$ cat config.mk
export PLATFORM = sky130hd
export DESIGN_NAME = prot_recovery_ctrl
export DESIGN_NICKNAME = d
export VERILOG_FILES = /design/src/rtl/prot_pkg.sv /design/src/rtl/prot_chan.sv /design/src/rtl/prot_supply.sv /design/src/rtl/prot_recovery_ctrl.sv
export SDC_FILE = /design/constraint.sdc
export NUM_CORES = 1
export LEC_CHECK = 0
export BUFFER_PORTS_ARGS = -buffer_cell sky130_fd_sc_hd__buf_2
export CORE_MARGIN = 2
export CORE_UTILIZATION = 60
export DETAILED_ROUTE_END_ITERATION = 7
export PLACE_DENSITY = 0.92
export SYNTH_ARGS = -nofsm -noshare
export SYNTH_HDL_FRONTEND = slang
export SYNTH_SLANG_ARGS = --single-unit
$ cat constraint.sdc
create_clock -name clk -period 2.5 [get_ports clk]
set_input_delay 0.125 -clock clk [delete_from_list [all_inputs] [get_ports clk]]
set_output_delay 0.125 -clock clk [all_outputs]
set_load 0.1 [all_outputs]
$ cat src/rtl/prot_pkg.sv
package prot_pkg;

   function automatic int max3(input int a, input int b, input int c);
      int m;
      m = (a > b) ? a : b;
      return (m > c) ? m : c;
   endfunction

endpackage

$ cat src/rtl/prot_chan.sv
module prot_chan #(
   parameter int CW       = 12,
   parameter int SLOW_DLY = 4096,
   parameter int FAST_DLY = 256,
   parameter int BULB_DLY = 1024
) (
   input  logic clk,
   input  logic rst_n,
   input  logic oc_det,
   input  logic rec_en,
   input  logic fast_rate,
   input  logic bulb_en,
   input  logic clr,
   output logic off_o,
   output logic sts_o
);

   logic [CW-1:0] cnt_q;
   logic [CW-1:0] load_val;
   logic          off_q;
   logic          sts_q;
   logic          clr_ok;

   always_comb begin
      if (bulb_en)        load_val = CW'(BULB_DLY - 1);
      else if (fast_rate) load_val = CW'(FAST_DLY - 1);
      else                load_val = CW'(SLOW_DLY - 1);
   end

   assign clr_ok = clr & ~oc_det;

   always_ff @(posedge clk or negedge rst_n) begin
      if (!rst_n) begin
         cnt_q <= '0;
         off_q <= 1'b0;
         sts_q <= 1'b0;
      end else if (oc_det) begin
         off_q <= 1'b1;
         sts_q <= 1'b1;
         cnt_q <= load_val;
      end else if (clr_ok) begin
         off_q <= 1'b0;
         sts_q <= 1'b0;
      end else if (off_q && rec_en) begin
         if (cnt_q == '0) off_q <= 1'b0;
         else             cnt_q <= cnt_q - 1'b1;
      end
   end

   assign off_o = off_q;
   assign sts_o = sts_q;


   trip_chk: assert property (@(posedge clk) disable iff (!rst_n)
      oc_det |=> (off_q && sts_q));


   hold_off_chk: assert property (@(posedge clk) disable iff (!rst_n)
      (off_q && !rec_en && !clr && !oc_det) |=> off_q);


   expire_chk: assert property (@(posedge clk) disable iff (!rst_n)
      (off_q && rec_en && !oc_det && !clr && cnt_q == '0) |=> (!off_q && sts_q));


   reload_chk: assert property (@(posedge clk) disable iff (!rst_n)
      oc_det |=> (cnt_q == $past(load_val)));


   sticky_chk: assert property (@(posedge clk) disable iff (!rst_n)
      (sts_q && oc_det) |=> sts_q);

endmodule

$ cat src/rtl/prot_supply.sv
module prot_supply #(
   parameter int NL = 2
) (
   input  logic          clk,
   input  logic          rst_n,
   input  logic [NL-1:0] det,
   input  logic [NL-1:0] clr,
   input  logic          hold,
   output logic [NL-1:0] sts,
   output logic          blk
);

   logic [NL-1:0] live_q;
   logic [NL-1:0] sts_q;

   for (genvar l = 0; l < NL; l++) begin : g_lane
      always_ff @(posedge clk or negedge rst_n) begin
         if (!rst_n) begin
            live_q[l] <= 1'b0;
            sts_q[l]  <= 1'b0;
         end else begin
            live_q[l] <= det[l];
            if (det[l])      sts_q[l] <= 1'b1;
            else if (clr[l]) sts_q[l] <= 1'b0;
         end
      end


      lane_sticky_chk: assert property (@(posedge clk) disable iff (!rst_n)
         (sts_q[l] && det[l]) |=> sts_q[l]);
   end

   assign sts = sts_q;
   assign blk = (|live_q) | (hold & (|sts_q));


   live_blk_chk: assert property (@(posedge clk) disable iff (!rst_n)
      (det != '0) |=> (blk && sts_q != '0));


   held_blk_chk: assert property (@(posedge clk) disable iff (!rst_n)
      (hold && sts_q != '0 && clr == '0) |=> (blk || !hold));

endmodule

$ cat src/rtl/prot_recovery_ctrl.sv
module prot_recovery_ctrl #(
   parameter int              NCH       = 11,
   parameter int              SLOW_DLY  = 4096,
   parameter int              FAST_DLY  = 256,
   parameter int              BULB_DLY  = 1024,
   parameter logic [NCH-1:0]  BULB_MASK = NCH'(11'b000_1100_0000)
) (
   input  logic           clk,
   input  logic           rst_n,
   input  logic [NCH-1:0] oc_det,
   input  logic [NCH-1:0] rec_en,
   input  logic [NCH-1:0] bulb_mode,
   input  logic           fast_rate,
   input  logic           ovuv_hold,
   input  logic           ov_det,
   input  logic           uv_det,
   input  logic [NCH-1:0] clr_oc,
   input  logic           clr_ov,
   input  logic           clr_uv,
   output logic [NCH-1:0] permit,
   output logic [NCH-1:0] oc_sts,
   output logic           ov_sts,
   output logic           uv_sts,
   output logic           glob_flt
);

   import prot_pkg::*;

   localparam int MAXD = max3(SLOW_DLY, FAST_DLY, BULB_DLY);
   localparam int CW   = $clog2(MAXD);

   if (NCH < 1 || SLOW_DLY < 2 || FAST_DLY < 2 || BULB_DLY < 2) begin : g_bad_cfg
      $fatal(1, "prot_recovery_ctrl: NCH must be >= 1 and every delay >= 2");
   end

   logic [NCH-1:0] off;
   logic [NCH-1:0] bulb_en;
   logic [1:0]     sup_sts;
   logic           sup_blk;

   assign bulb_en = bulb_mode & BULB_MASK;

   for (genvar g = 0; g < NCH; g++) begin : g_ch
      prot_chan #(
         .CW       (CW),
         .SLOW_DLY (SLOW_DLY),
         .FAST_DLY (FAST_DLY),
         .BULB_DLY (BULB_DLY)
      ) i_chan (
         .clk       (clk),
         .rst_n     (rst_n),
         .oc_det    (oc_det[g]),
         .rec_en    (rec_en[g]),
         .fast_rate (fast_rate),
         .bulb_en   (bulb_en[g]),
         .clr       (clr_oc[g]),
         .off_o     (off[g]),
         .sts_o     (oc_sts[g])
      );
   end

   prot_supply #(.NL(2)) i_supply (
      .clk   (clk),
      .rst_n (rst_n),
      .det   ({uv_det, ov_det}),
      .clr   ({clr_uv, clr_ov}),
      .hold  (ovuv_hold),
      .sts   (sup_sts),
      .blk   (sup_blk)
   );

   assign ov_sts   = sup_sts[0];
   assign uv_sts   = sup_sts[1];
   assign permit   = ~off & {NCH{~sup_blk}};
   assign glob_flt = (|oc_sts) | ov_sts | uv_sts;


   glob_set_chk: assert property (@(posedge clk) disable iff (!rst_n)
      (oc_det != '0) |=> glob_flt);


   trip_permit_chk: assert property (@(posedge clk) disable iff (!rst_n)
      (oc_det != '0) |=> ((permit & $past(oc_det)) == '0));


   held_permit_chk: assert property (@(posedge clk) disable iff (!rst_n)
      (ovuv_hold && (ov_sts || uv_sts) && !clr_ov && !clr_uv) |=> (permit == '0 || !ovuv_hold));

endmodule

### Word-level counts from Yosys, hierarchy flattened

Cells that the tools add are included.

| word-level totals | value |
|---|---|
| logic and storage cells | 309 |
| input port bits | 52 |
| flip-flop bits (word level) | 158 |
| output and inout bits | 25 |

| operators by class | value |
|---|---|
| multiplexer cells | 117 |
| equal/unequal tests | 22 |
| bitwise operators | 29 |
| add/sub/neg operators | 11 |
| reduce and logical (&&, ||, !) cells | 93 |

Operators with widths:

| kind | number |
|---|---|
| $mux W12 | 47 |
| $logic_not A12 Y1 | 11 |
| $sub A12 B1 Y12 const B | 11 |
| $mux W1 | 70 |
| $reduce_bool A3 Y1 | 22 |
| $reduce_bool A2 Y1 | 24 |
| $ne A2 B2 Y1 const B | 22 |
| $reduce_and A3 Y1 | 11 |
| $reduce_and A2 Y1 | 11 |
| $and A1 B1 Y1 | 12 |
| $not A1 Y1 | 12 |
| $and A11 B11 Y11 | 1 |
| $logic_and A1 B1 Y1 | 11 |
| $not A11 Y11 | 1 |
| $reduce_or A11 Y1 | 1 |
| $reduce_or A2 Y1 | 2 |
| $or A1 B1 Y1 | 3 |

### Logic depth before layout (Yosys ltp)

| depth | value |
|---|---|
| depth after elaboration | 5 |
| mapped depth | 8 |

### Hierarchy

A second synthesis with hierarchy kept.

| second synthesis, totals | value |
|---|---|
| cells, all modules | 917 |
| area total of the unflattened synthesis | 9430.3 um2 |

Modules (own cells, without submodules):

| module | times used | sequential area each (um2) | area each (um2) | cells each |
|---|---|---|---|---|
| prot_chan (g_ch[0].i_chan ...) | 8 | 350.3 | 843.3 | 81 |
| prot_chan (g_ch[7].i_chan ...) | 2 | 350.3 | 818.3 | 80 |
| prot_chan (g_ch[9].i_chan) | 1 | 350.3 | 834.6 | 80 |
| prot_supply | 1 | 100.1 | 135.1 | 11 |
| prot_recovery_ctrl | 1 | 0.0 | 77.6 | 18 |

### Worst setup path after synthesis

Ideal clock, no wire load.

| timing | value |
|---|---|
| kind | reg2out |
| start | register i_supply.sts_q[0] (netlist: i_supply.sts[0]) |
| end | output port permit[0] |
| stages on the path, launching flop included | 5 |
| arrival | 2.576 ns |
| slack | -0.201 ns |
| path buffers | 1 |
| path through | dfrtp_1 o21ai_0 nand2_1 clkbuf_1 nor2_1 |

| on the way | value |
|---|---|
| longest elaborated chain between the ends | 5 |

Ends and longest elaborated chain:

| item | line | source |
|---|---|---|
| start: declaration | prot_supply.sv:14 | `logic [NL-1:0] sts_q;` |
| start signal: indexed assignment | prot_supply.sv:20 | `sts_q[l] <= 1'b0;` |
| start signal: indexed assignment | prot_supply.sv:23 | `if (det[l]) sts_q[l] <= 1'b1;` |
| start signal: indexed assignment | prot_supply.sv:24 | `else if (clr[l]) sts_q[l] <= 1'b0;` |
| $reduce_or A2 Y1 | prot_supply.sv:34 | `assign blk = (\|live_q) \| (hold & (\|sts_q));` |
| $and A1 B1 Y1 | prot_supply.sv:34 |  |
| $or A1 B1 Y1 | prot_supply.sv:34 |  |
| $not A1 Y1 | prot_recovery_ctrl.sv:74 | `assign permit = ~off & {NCH{~sup_blk}};` |
| $and A11 B11 Y11 | prot_recovery_ctrl.sv:74 |  |
| end: declaration | prot_recovery_ctrl.sv:20 | `output logic [NCH-1:0] permit,` |

Every way passes these cells.

### Worst setup path in the final report

| timing | value |
|---|---|
| start | register g_ch[1].i_chan.cnt_q[0] |
| end | register g_ch[1].i_chan.cnt_q[10] |

| on the way | value |
|---|---|
| longest elaborated chain between the ends | 5 |
| elaborated cells on any way between the ends | 8 |

Ends and longest elaborated chain:

| item | line | source |
|---|---|---|
| start: declaration | prot_chan.sv:18 | `logic [CW-1:0] cnt_q;` |
| start signal: assignment | prot_chan.sv:40 | `cnt_q <= load_val;` |
| start signal: assignment | prot_chan.sv:46 | `else cnt_q <= cnt_q - 1'b1;` |
| $sub A12 B1 Y12 | prot_chan.sv:46 |  |
| $mux W12 | prot_chan.sv:45 | `if (cnt_q == '0) off_q <= 1'b0;` |
| $mux W12 | prot_chan.sv:44 | `end else if (off_q && rec_en) begin` |
| $mux W12 | prot_chan.sv:41 | `end else if (clr_ok) begin` |
| $mux W12 | prot_chan.sv:37 | `end else if (oc_det) begin` |

Several ways; a longest one is shown, not always the timed one. The select of a mux whose other input is x is not followed.
A chain may end at the register's enable or synchronous reset.

==> summary.md <==
| Metric | Value |
|---|---|
| PwrDens | 603 mW/mm^2 |
| ANT nets after route | 0 |
| Largest net degree at the start of global routing | 58 |
| CTS buffer count | 17 |
| CP arrival | 2600 ps |
| Setup Skew | 8.19 ps |
| Via count of the routed design | 7759 |
| Mapped Nets | 1019 |
| Routed Wire Length | 20.1 mm |
| CTS sink cnt | 158 |
| Min Tclk post-route | 2310 ps |
| R2R Path Start | g_ch[1].i_chan.cnt_q[0] |
| Fin. max-slew vios | 0 |
| Worst skew pair latency | 430 ps |
| Main synth FF type | dfrtp_1 |
| Core box area | 0.0146 sq mm |
| Die Wd | 126 microns |
| Wire length on met2 | 9.92 mm |
| Met3 wire len | 1.06 mm |
| Async set-reset flop share out of synthesis | 100% |
| R2r setup slk | 190 ps |
| Initial antenna violation count | 0 |
| Number of synthesized flops with an enable pin | 0 |
| Pre-antenna DRT Iters | 5 |
| Synth Cell Area | 0.00898 sq mm |
| Initial DRC count | 584 |
| Vias/cell | 6.40 |
| Syn. warnings | 0 |
| Global Route Usage Sum | 26.2% |
| GPL Wtd Cong | 0.870 |
| Worst vdd ir | 514 uV |
| Top cell type's share of synthesized area | 44.0% |
| Area leader, netlist | dfrtp_1 |
| Clk root buf | clkbuf_16 |
| Distinct cells, synth | 70 |
| WS Path Type | register to register |
| Critical Path RT | 2790 ps |
| Sequential cell area fraction in the yosys report | 44.0% |
| CTS tree | done |
| RSZ-0062 raised after global routing | false |
| Initial core utilization | 61.6% |
| Post-route cell area | 0.0102 sq mm |
| Layout cells sized above 1 | 16.4% |
| # DRC | 0 |
| Leak Pwr | 3.83 nW |
| FF+latch count, synth | 158 |
| Critical path launch point type | register |
| Area after DPL | 0.00949 sq mm |
| I/O pin count | 77 |
| Critical path peak fanout | 7 |
| Wire per inst | 16.6 microns |
| Cells after DPL | 1168 |
| HP Class | primary input to register |
| Fin cells | 1212 |
| Global-route wire length before repair | 34.4 mm |
| Die area | 0.0160 sq mm |
| Post-Syn Area per Cell | 9.51 sq um |
| Port Buf Inserts | 67 |
| Hold Path Stages | 2 |
| Grt total ovfl | 0 |
| Die extent in y | 126 microns |
| Max Clk Rate | 432 MHz |
| Wl on met1 | 8.62 mm |
| Area delta synth->final | 13.9% |
| Worst Reg-to-Reg Cells | 6 |
| Max-cap violations | 0 |
| Clk pin slew, worst setup/hold paths | 60 ps |
| Hold Slack | 8.70 ps |
| FP Rows | 44 |
| Uppermost layer routed | met4 |
| H-tree depth | 4 |
| HP Start | oc_det[6] |
| Worst Hold End | g_ch[6].i_chan.sts_o |
| CP Capture Type | register |
| Final period utilization | 92.5% |
| Final Hold Fails | 0 |
| Critical R2R Capture | g_ch[1].i_chan.cnt_q[10] |
| Slew at the pin with the worst max-slew slack | 764 ps |
| Status | completed |
| Final HPWL from detailed placement | 13.6 mm |
| Layout Nets | 1089 |
| Mapped Cells | 945 |
| Final setup fails | 0 |
| Rel. slew slack | 48.4% |
| Area contributors post-synth | dfrtp_1 44%, o31a_1 3.6%, nor4_1 3.1% |
| Via count of the first global-routing pass | 7328 |
| Clk buf depth | 2 |
metrics by stage:
| step | util [%] | setup TNS, ps | power, mW | worst slack (ps) |
|---|---|---|---|---|
| floorplan | - | -2010 | 3.26 | -201 |
| CTS | 70.1 | 0 | 6.20 | 165 |
| finish | 70.2 | 0 | 6.18 | 187 |
| detailed placement | 65.1 | 0 | 3.46 | 198 |
| global route | 70.1 | 0 | 6.41 | 19.0 |
| global placement | 65.1 | 0 | 3.43 | 281 |
synthesized netlist by cell type, types with 13 or more instances:
cell / number
a21o_1: 13
nor3_1: 42
o31ai_1: 18
o31a_1: 37
or3b_2: 14
dfrtp_1: 158
or4_1: 29
nand2_1: 56
mux2i_1: 17
ha_1: 22
clkbuf_1: 31
nor2b_1: 17
inv_1: 53
nor2_1: 65
or3_1: 33
nor4_1: 45
o21ai_0: 44
nand3_1: 39
cell usage in the layout (no fill, tap or decap), drive strengths merged, types with 11 or more instances in the layout:
cell type    count
dfrtp          158
buf             84
nor2            65
nand2           56
inv             53
nor4            46
o21ai           45
nor3            42
nand3           39
o31a            37
or3             35
or4             33
ha              22
o31ai           20
clkbuf          20
nor2b           17
mux2i           17
or3b            15
a21o            13
a31oi           12
dlygate4sd3     12
nor3b           11
metal layers:
layer | vias up | track usage [%]
li1 | 3722 | -
met1 | 3775 | 33.6
met2 | 216 | 43.1
met3 | 46 | 6.83
met4 | 0 | 9.63
met5 | - | 0
worst max path at each step:
stage / startpoint / to / cells past startpoint
after floorplan: i_supply.sts[0] / permit[0] / 4
after global placement: g_ch[8].i_chan.cnt_q[0] / g_ch[8].i_chan.cnt_q[2] / 6
after detailed placement: g_ch[10].i_chan.cnt_q[0] / g_ch[10].i_chan.cnt_q[3] / 7
after CTS: g_ch[10].i_chan.cnt_q[0] / g_ch[10].i_chan.cnt_q[3] / 7
after global routing: i_supply.sts[1] / permit[5] / 5
final: g_ch[1].i_chan.cnt_q[0] / g_ch[1].i_chan.cnt_q[10] / 6
final cells by class:
| cell class | instances | area (sq um) |
|---|---|---|
| Tap cell | 184 | 230 |
| Antenna cell | 1 | 2.50 |
| Inverter | 54 | 203 |
| Multi-Input combinational cell | 687 | 4600 |
| Sequential cell | 158 | 3950 |
| Clock buffer | 19 | 453 |
| Clock inverter | 12 | 168 |
| Timing Repair Buffer | 97 | 624 |
| Fill cell | 1053 | 4350 |
power breakdown:
group	total, mW	internal [mW]	switching (mW)
combinational	0.646	0.219	0.427
clock	2.74	1.71	1.03
sequential	2.79	2.67	0.122
worst max-delay path, stage by stage (launching register included):
cell and delay (ps):
dfrtp_1 420, inv_1 110, ha_1 150, or4b_2 680
o311ai_2 510, or4b_2 230, a31oi_1 80
kinds of logic (layout without fill, tap and decap cells):
| kind of cell | count (synthesis) | in the layout | share of synthesized area (%) |
|---|---|---|---|
| muxes | 17 | 17 | 1.89 |
| xor gates and xnor gates | 8 | 8 | 0.780 |
| buffers and inverters | 100 | 182 | 4.76 |
| other | 0 | 1 | 0 |
| adders and majority gates | 22 | 22 | 3.06 |
| AOI/OAI and AO/OA | 203 | 203 | 17.0 |
| and+or+nand+nor | 437 | 437 | 28.5 |
| DFF | 158 | 158 | 44.0 |
registers in the layout, indices dropped and copies added (netlist names):
register           flops
g_ch.i_chan.cnt_q    132
g_ch.i_chan.off_o     11
i_supply.live_q        2
i_supply.sts           2
g_ch.i_chan.sts_o     11
what timing repair did:
action                                 CTS  global route
hold buffers                            12             0
buffers inserted                         0             0
setup endpoints to repair                0             1
endpoints found under the hold margin   67             0
resized for setup                        0             1
Note: power is estimated with default switching activity, not from simulation.
